## config.mk

```make
export PLATFORM = sky130hd
export DESIGN_NAME = pwmclk_gen
export DESIGN_NICKNAME = d
export VERILOG_FILES = /design/src/rtl/pwmclk_pkg.sv /design/src/rtl/pwmclk_base_div.sv /design/src/rtl/pwmclk_scale_div.sv /design/src/rtl/pwmclk_chan_mux.sv /design/src/rtl/pwmclk_gen.sv
export SDC_FILE = /design/constraint.sdc
export NUM_CORES = 1
export LEC_CHECK = 0
export ABC_AREA = 1
export BUFFER_PORTS_ARGS = -buffer_cell sky130_fd_sc_hd__clkbuf_2
export CORE_ASPECT_RATIO = 0.6
export CORE_MARGIN = 4
export CORE_UTILIZATION = 57
export CTS_BUF_LIST = sky130_fd_sc_hd__clkbuf_8
export DETAILED_ROUTE_END_ITERATION = 8
export GPL_ROUTABILITY_DRIVEN = 0
export PLACE_DENSITY = 0.81
export SYNTH_ARGS = -nofsm -noshare
export SYNTH_HDL_FRONTEND = slang
export SYNTH_SLANG_ARGS = --single-unit
export TNS_END_PERCENT = 30
```

## constraint.sdc

```tcl
create_clock -name clk -period 1.8 [get_ports clk]
set_clock_uncertainty 0.15 [all_clocks]
set_input_delay 0.09 -clock clk [delete_from_list [all_inputs] [get_ports clk]]
set_output_delay 0.09 -clock clk [all_outputs]
set_load 0.05 [all_outputs]
```

## src/rtl/pwmclk_pkg.sv

```systemverilog
package pwmclk_pkg;
  typedef enum logic [1:0] {
    ADDR_EXP   = 2'd0,
    ADDR_SCL_A = 2'd1,
    ADDR_SCL_B = 2'd2,
    ADDR_SEL   = 2'd3
  } reg_addr_e;

  localparam int N_GRP = 2;
endpackage

```

## src/rtl/pwmclk_base_div.sv

```systemverilog
module pwmclk_base_div #(
  parameter int PRE_W = 3
) (
  input  logic             clk,
  input  logic             rst_n,
  input  logic             clr,
  input  logic [PRE_W-1:0] exp_sel,
  output logic             tick
);
  localparam int CNT_W = (1 << PRE_W) - 1;

  logic [CNT_W-1:0] cnt_q;
  logic [CNT_W-1:0] lim;

  // terminal count is 2^exp - 1
  assign lim  = ~({CNT_W{1'b1}} << exp_sel);
  assign tick = (cnt_q == lim);

  always_ff @(posedge clk) begin
    if (!rst_n || clr) cnt_q <= '0;
    else if (tick)     cnt_q <= '0;
    else               cnt_q <= cnt_q + 1'b1;
  end
endmodule

```

## src/rtl/pwmclk_scale_div.sv

```systemverilog
module pwmclk_scale_div #(
  parameter int SCALE_W = 8
) (
  input  logic               clk,
  input  logic               rst_n,
  input  logic               clr,
  input  logic               in_tick,
  input  logic [SCALE_W-1:0] scale,
  output logic               tick
);
  localparam int CNT_W = SCALE_W + 1;

  logic [SCALE_W-1:0] scale_m1;
  logic [CNT_W-1:0]   lim;
  logic [CNT_W-1:0]   cnt_q;

  // 2*M - 1 == {M-1, 1}; M = 0 wraps to all ones, i.e. acts as 2^SCALE_W
  assign scale_m1 = scale - SCALE_W'(1);
  assign lim      = {scale_m1, 1'b1};
  assign tick     = in_tick && (cnt_q == lim);

  always_ff @(posedge clk) begin
    if (!rst_n || clr) cnt_q <= '0;
    else if (in_tick)  cnt_q <= (cnt_q == lim) ? '0 : cnt_q + 1'b1;
  end
endmodule

```

## src/rtl/pwmclk_chan_mux.sv

```systemverilog
module pwmclk_chan_mux #(
  parameter int NCH = 8
) (
  input  logic [NCH-1:0] sel,
  input  logic [1:0]     base_tick,
  input  logic [1:0]     scl_tick,
  output logic [NCH-1:0] chan_tick
);
  for (genvar i = 0; i < NCH; i++) begin : g_ch
    localparam int GRP = (i / 2) % 2;
    assign chan_tick[i] = sel[i] ? scl_tick[GRP] : base_tick[GRP];
  end
endmodule

```

## src/rtl/pwmclk_gen.sv

```systemverilog
module pwmclk_gen
  import pwmclk_pkg::*;
#(
  parameter int PRE_W   = 3,
  parameter int SCALE_W = 8,
  parameter int NCH     = 8
) (
  input  logic               clk,
  input  logic               rst_n,
  input  logic               wr_en,
  input  logic [1:0]         wr_addr,
  input  logic [SCALE_W-1:0] wr_data,
  output logic               tick_base_a,
  output logic               tick_base_b,
  output logic               tick_scl_a,
  output logic               tick_scl_b,
  output logic [NCH-1:0]     chan_tick
);
  localparam int B_LSB = SCALE_W / 2;

  logic [PRE_W-1:0]   pre_q   [N_GRP];
  logic [SCALE_W-1:0] scale_q [N_GRP];
  logic [NCH-1:0]     sel_q;
  logic [N_GRP-1:0]   base_tick, scl_tick, clr_scl;
  logic               clr_base;

  assign clr_base   = wr_en && (wr_addr == ADDR_EXP);
  assign clr_scl[0] = clr_base || (wr_en && (wr_addr == ADDR_SCL_A));
  assign clr_scl[1] = clr_base || (wr_en && (wr_addr == ADDR_SCL_B));

  always_ff @(posedge clk) begin
    if (!rst_n) begin
      for (int g = 0; g < N_GRP; g++) begin
        pre_q[g]   <= '0;
        scale_q[g] <= '0;
      end
      sel_q <= '0;
    end else if (wr_en) begin
      case (wr_addr)
        ADDR_EXP: begin
          pre_q[0] <= wr_data[PRE_W-1:0];
          pre_q[1] <= wr_data[B_LSB +: PRE_W];
        end
        ADDR_SCL_A: scale_q[0] <= wr_data;
        ADDR_SCL_B: scale_q[1] <= wr_data;
        default:    sel_q      <= wr_data[NCH-1:0];
      endcase
    end
  end

  for (genvar g = 0; g < N_GRP; g++) begin : g_grp
    pwmclk_base_div #(.PRE_W(PRE_W)) u_base (
      .clk     (clk),
      .rst_n   (rst_n),
      .clr     (clr_base),
      .exp_sel (pre_q[g]),
      .tick    (base_tick[g])
    );
    pwmclk_scale_div #(.SCALE_W(SCALE_W)) u_scl (
      .clk     (clk),
      .rst_n   (rst_n),
      .clr     (clr_scl[g]),
      .in_tick (base_tick[g]),
      .scale   (scale_q[g]),
      .tick    (scl_tick[g])
    );
  end

  pwmclk_chan_mux #(.NCH(NCH)) u_mux (
    .sel       (sel_q),
    .base_tick (base_tick),
    .scl_tick  (scl_tick),
    .chan_tick (chan_tick)
  );

  assign tick_base_a = base_tick[0];
  assign tick_base_b = base_tick[1];
  assign tick_scl_a  = scl_tick[0];
  assign tick_scl_b  = scl_tick[1];
endmodule

```

==> impl_metrics.json <==
{
  "ant_nets": 0,
  "drive_above_1_share": 0.281,
  "diodes": 0,
  "dp.cells": 651,
  "slew_headroom": 0.475,
  "clock_latency_ns": 0.36,
  "clk_pin_slew_worst_paths_ns": 0.09,
  "synth_seq_cells": 62,
  "async_reset_ff_frac": 0,
  "path_cells": "buf_4 -> buf_4 -> a21oi_1 -> nand3_1 -> nor2_1 -> nand2_1 -> nor2_2 -> nand3_4 -> o21ai_2 -> buf_8",
  "worst_pin_slew_ns": 0.785,
  "cp_num_buf_inv": 3,
  "clock_path_buffers": 2,
  "cts_made_buffers": 9,
  "hold_path_class": "primary input to register",
  "post_drt_wl_per_cell_um": 18.8,
  "avgSynthCellArea_um2": 6.99,
  "hold_viol": 0,
  "core_mm2": 0.00611,
  "rows": 22,
  "synth-simple-area-share": 0.344,
  "syn_inst": 512,
  "htreeDepth": 3,
  "slowest_delay_ns": 0.45,
  "synth_compound_area_frac": 0.0675,
  "areaGrowthSynthToFinish_pct": 38.7,
  "critPathKind": "register to output port",
  "final.min_clock_period_ns": 2.64,
  "vias": 4181,
  "start_kind": "register",
  "fp.dieArea_mm2": 0.00765,
  "netlist.top_cell.by_area": "dfxtp_1",
  "postLayoutCoreUtil": 0.812,
  "outcome": "finished, violations left",
  "cp_common_cell": "buf_4",
  "cap_violations": 0,
  "total_leakage_power_nw": 2.27,
  "yosysWarnings": 0,
  "numPortBuffers": 24,
  "synth_area_mm2": 0.00358,
  "viasPerCell": 5.97,
  "vdd_drop_max_uv": 593,
  "grt.total_usage": 0.302,
  "grt_pass1_wl_mm": 18.0,
  "initial_core_util": 0.586,
  "tritoncts": "yes",
  "cellPowerDensity_mw_per_mm2": 707,
  "grt-ovfl-total": 0,
  "hpwl_mm": 6.31,
  "clock.fmax_mhz": 379,
  "first_global_vias": 3749,
  "cts_root_buffer": "clkbuf_8",
  "slew_violations": 0,
  "total_power_mw": 3.51,
  "violations": "DRC, setup timing",
  "synth_top_cells_by_count": "nand2_1, inv_1, nor2_1, dfxtp_1, nand3_1",
  "remaining_drc_errors": 20,
  "finalNonFillerCells": 700,
  "setup_ws_ns": -0.836,
  "crit_slowest_cell": "edfxtp_1",
  "crit_arrival_ns": 2.40,
  "finalSetupTns_ns": -20.13,
  "synthAdderAreaFrac": 0.0210,
  "multiInputGateArea_mm2": 0.00202,
  "muxShareOfSynthArea": 0,
  "yosysUniqueCellTypes": 31,
  "ys_top_cells_by_area": "dfxtp_1, edfxtp_1, nand2_1",
  "io_pins": 25,
  "die_h_um": 69.4,
  "die_w_um": 110,
  "critPathTopFamily": "simple AND/OR/NAND/NOR gates",
  "cp_max_fo": 6,
  "yosysTopAreaCellShare": 0.224,
  "synth_edf_count": 22,
  "wl_mm": 13.2,
  "cts_sinks": 62,
  "seqCellArea_mm2": 0.00146,
  "n_fill_cell": 328,
  "synth.net_count": 531,
  "yosysMostFrequentCell": "nand2_1",
  "initialDrtViolationCount": 785,
  "synthXorXnorAreaFrac": 0.0490,
  "cp_data_required_time_ns": 1.56,
  "rsz0062_at_grt": "yes",
  "antenna_found_initial": 0,
  "critPathCaptureType": "output port",
  "ys.flop_type": "dfxtp_1",
  "synth_top_family_by_area": "simple AND/OR/NAND/NOR gates",
  "seq_area_frac_synth": 0.408,
  "finalHoldWorstSlack_ns": 0.0450,
  "finalSetupViolations": 39,
  "nNetsFinal": 630,
  "fin_crit_sh": 1.46,
  "grt_max_degree": 17,
  "dr.pass1.iters": 9
}
## metal layers
layer,share of wire,wire [um],GRT usage
met5,0,0,0
met4,0.081,1060,0.0902
met3,0.14,1850,0.0958
met2,0.43,5650,0.497
met1,0.35,4590,0.377
## kinds of logic (layout without fill, tap and decap cells)
logic type / Yosys count / after routing
AND/OR/NAND/NOR: 279 / 279
buffers and inverters: 98 / 202
flip-flops: 62 / 62
AO/OA/AOI/OAI: 47 / 47
XOR/XNOR: 20 / 20
adder cells (fa/ha/maj): 6 / 6
## through the flow
stage                     worst slack (ns)  area (um^2)
after floorplan                    -0.0937         3620
after global placement              -0.270         4110
after detailed placement            -0.386         4110
after CTS                           -0.519         4770
after global routing                -0.981         4960
final                               -0.836         4960
## where the power goes
part           internal, mW  switching (mW)  leakage (nW)  total [mW]
logic                 0.310           0.442          1.64       0.752
clock network         0.516           0.644        0.0954        1.16
registers              1.52          0.0780         0.541        1.60
total                  2.34            1.16          2.27        3.51
## flip-flops by register name, indices dropped and copies added (netlist names)
| register | cells |
|---|---|
| sel_q | 8 |
| scale_q | 16 |
| g_grp.u_scl.cnt_q | 18 |
| g_grp.u_base.cnt_q | 14 |
| pre_q | 6 |
## layout by cell type (no fill, tap or decap), types with 5 or more instances in the layout
master / instances
nand2_1: 113
inv_1: 80
nor2_1: 67
buf_4: 51
dfxtp_1: 40
nand3_1: 34
edfxtp_1: 22
a21oi_1: 16
xor2_1: 13
o21ai_0: 13
nor2_2: 12
nand2_2: 12
clkbuf_2: 12
inv_2: 10
dlygate4sd3_1: 10
clkbuf_8: 9
buf_8: 8
buf_6: 8
nand4_1: 7
nor3_1: 7
xnor2_1: 7
o21ai_4: 7
o21ai_1: 6
nor2_4: 6
nand2_4: 5
inv_4: 5
## path summary, 6_finish.rpt
kind / startpoint / to / slack, ns / cells after the start
setup / recovery: scale_q[0][8]$_DFFE_PP_ / chan_tick[3] / -0.84 / 10
hold / removal: rst_n / sel_q[7]$_SDFFE_PN0P_ / 0.05 / 4
setup reg to reg: pre_q[0][2]$_SDFFCE_PN0P_ / g_grp[0].u_scl.cnt_q[3]$_SDFFE_PP0P_ / -0.62 / 12
hold reg to reg: g_grp[1].u_scl.cnt_q[8]$_SDFFE_PP0P_ / g_grp[1].u_scl.cnt_q[8]$_SDFFE_PP0P_ / 0.36 / 2
## area by class of cell
type | count | area share
Timing Repair Buffer | 93 | 0.170
Sequential cell | 62 | 0.294
Clock buffer | 9 | 0.0250
Tap cell | 84 | 0.0212
Clock inverter | 7 | 0.0108
Multi-Input combinational cell | 352 | 0.407
Inverter | 93 | 0.0716
## worst reg2reg max path, delay by kind of cell (launching register included)
kind	cells	cell delay, ns
AND/OR/NAND/NOR	10	1.33
flip-flops	1	0.52
buffers and inverters	2	0.32
## what timing repair did
action	CTS	global route
endpoints found under the hold margin	26	0
pin swaps	17	14
setup buffers	19	4
resized for setup	57	40
hold buffers	10	0
setup endpoints to repair	43	44
Power figures use the tool's default switching activity.
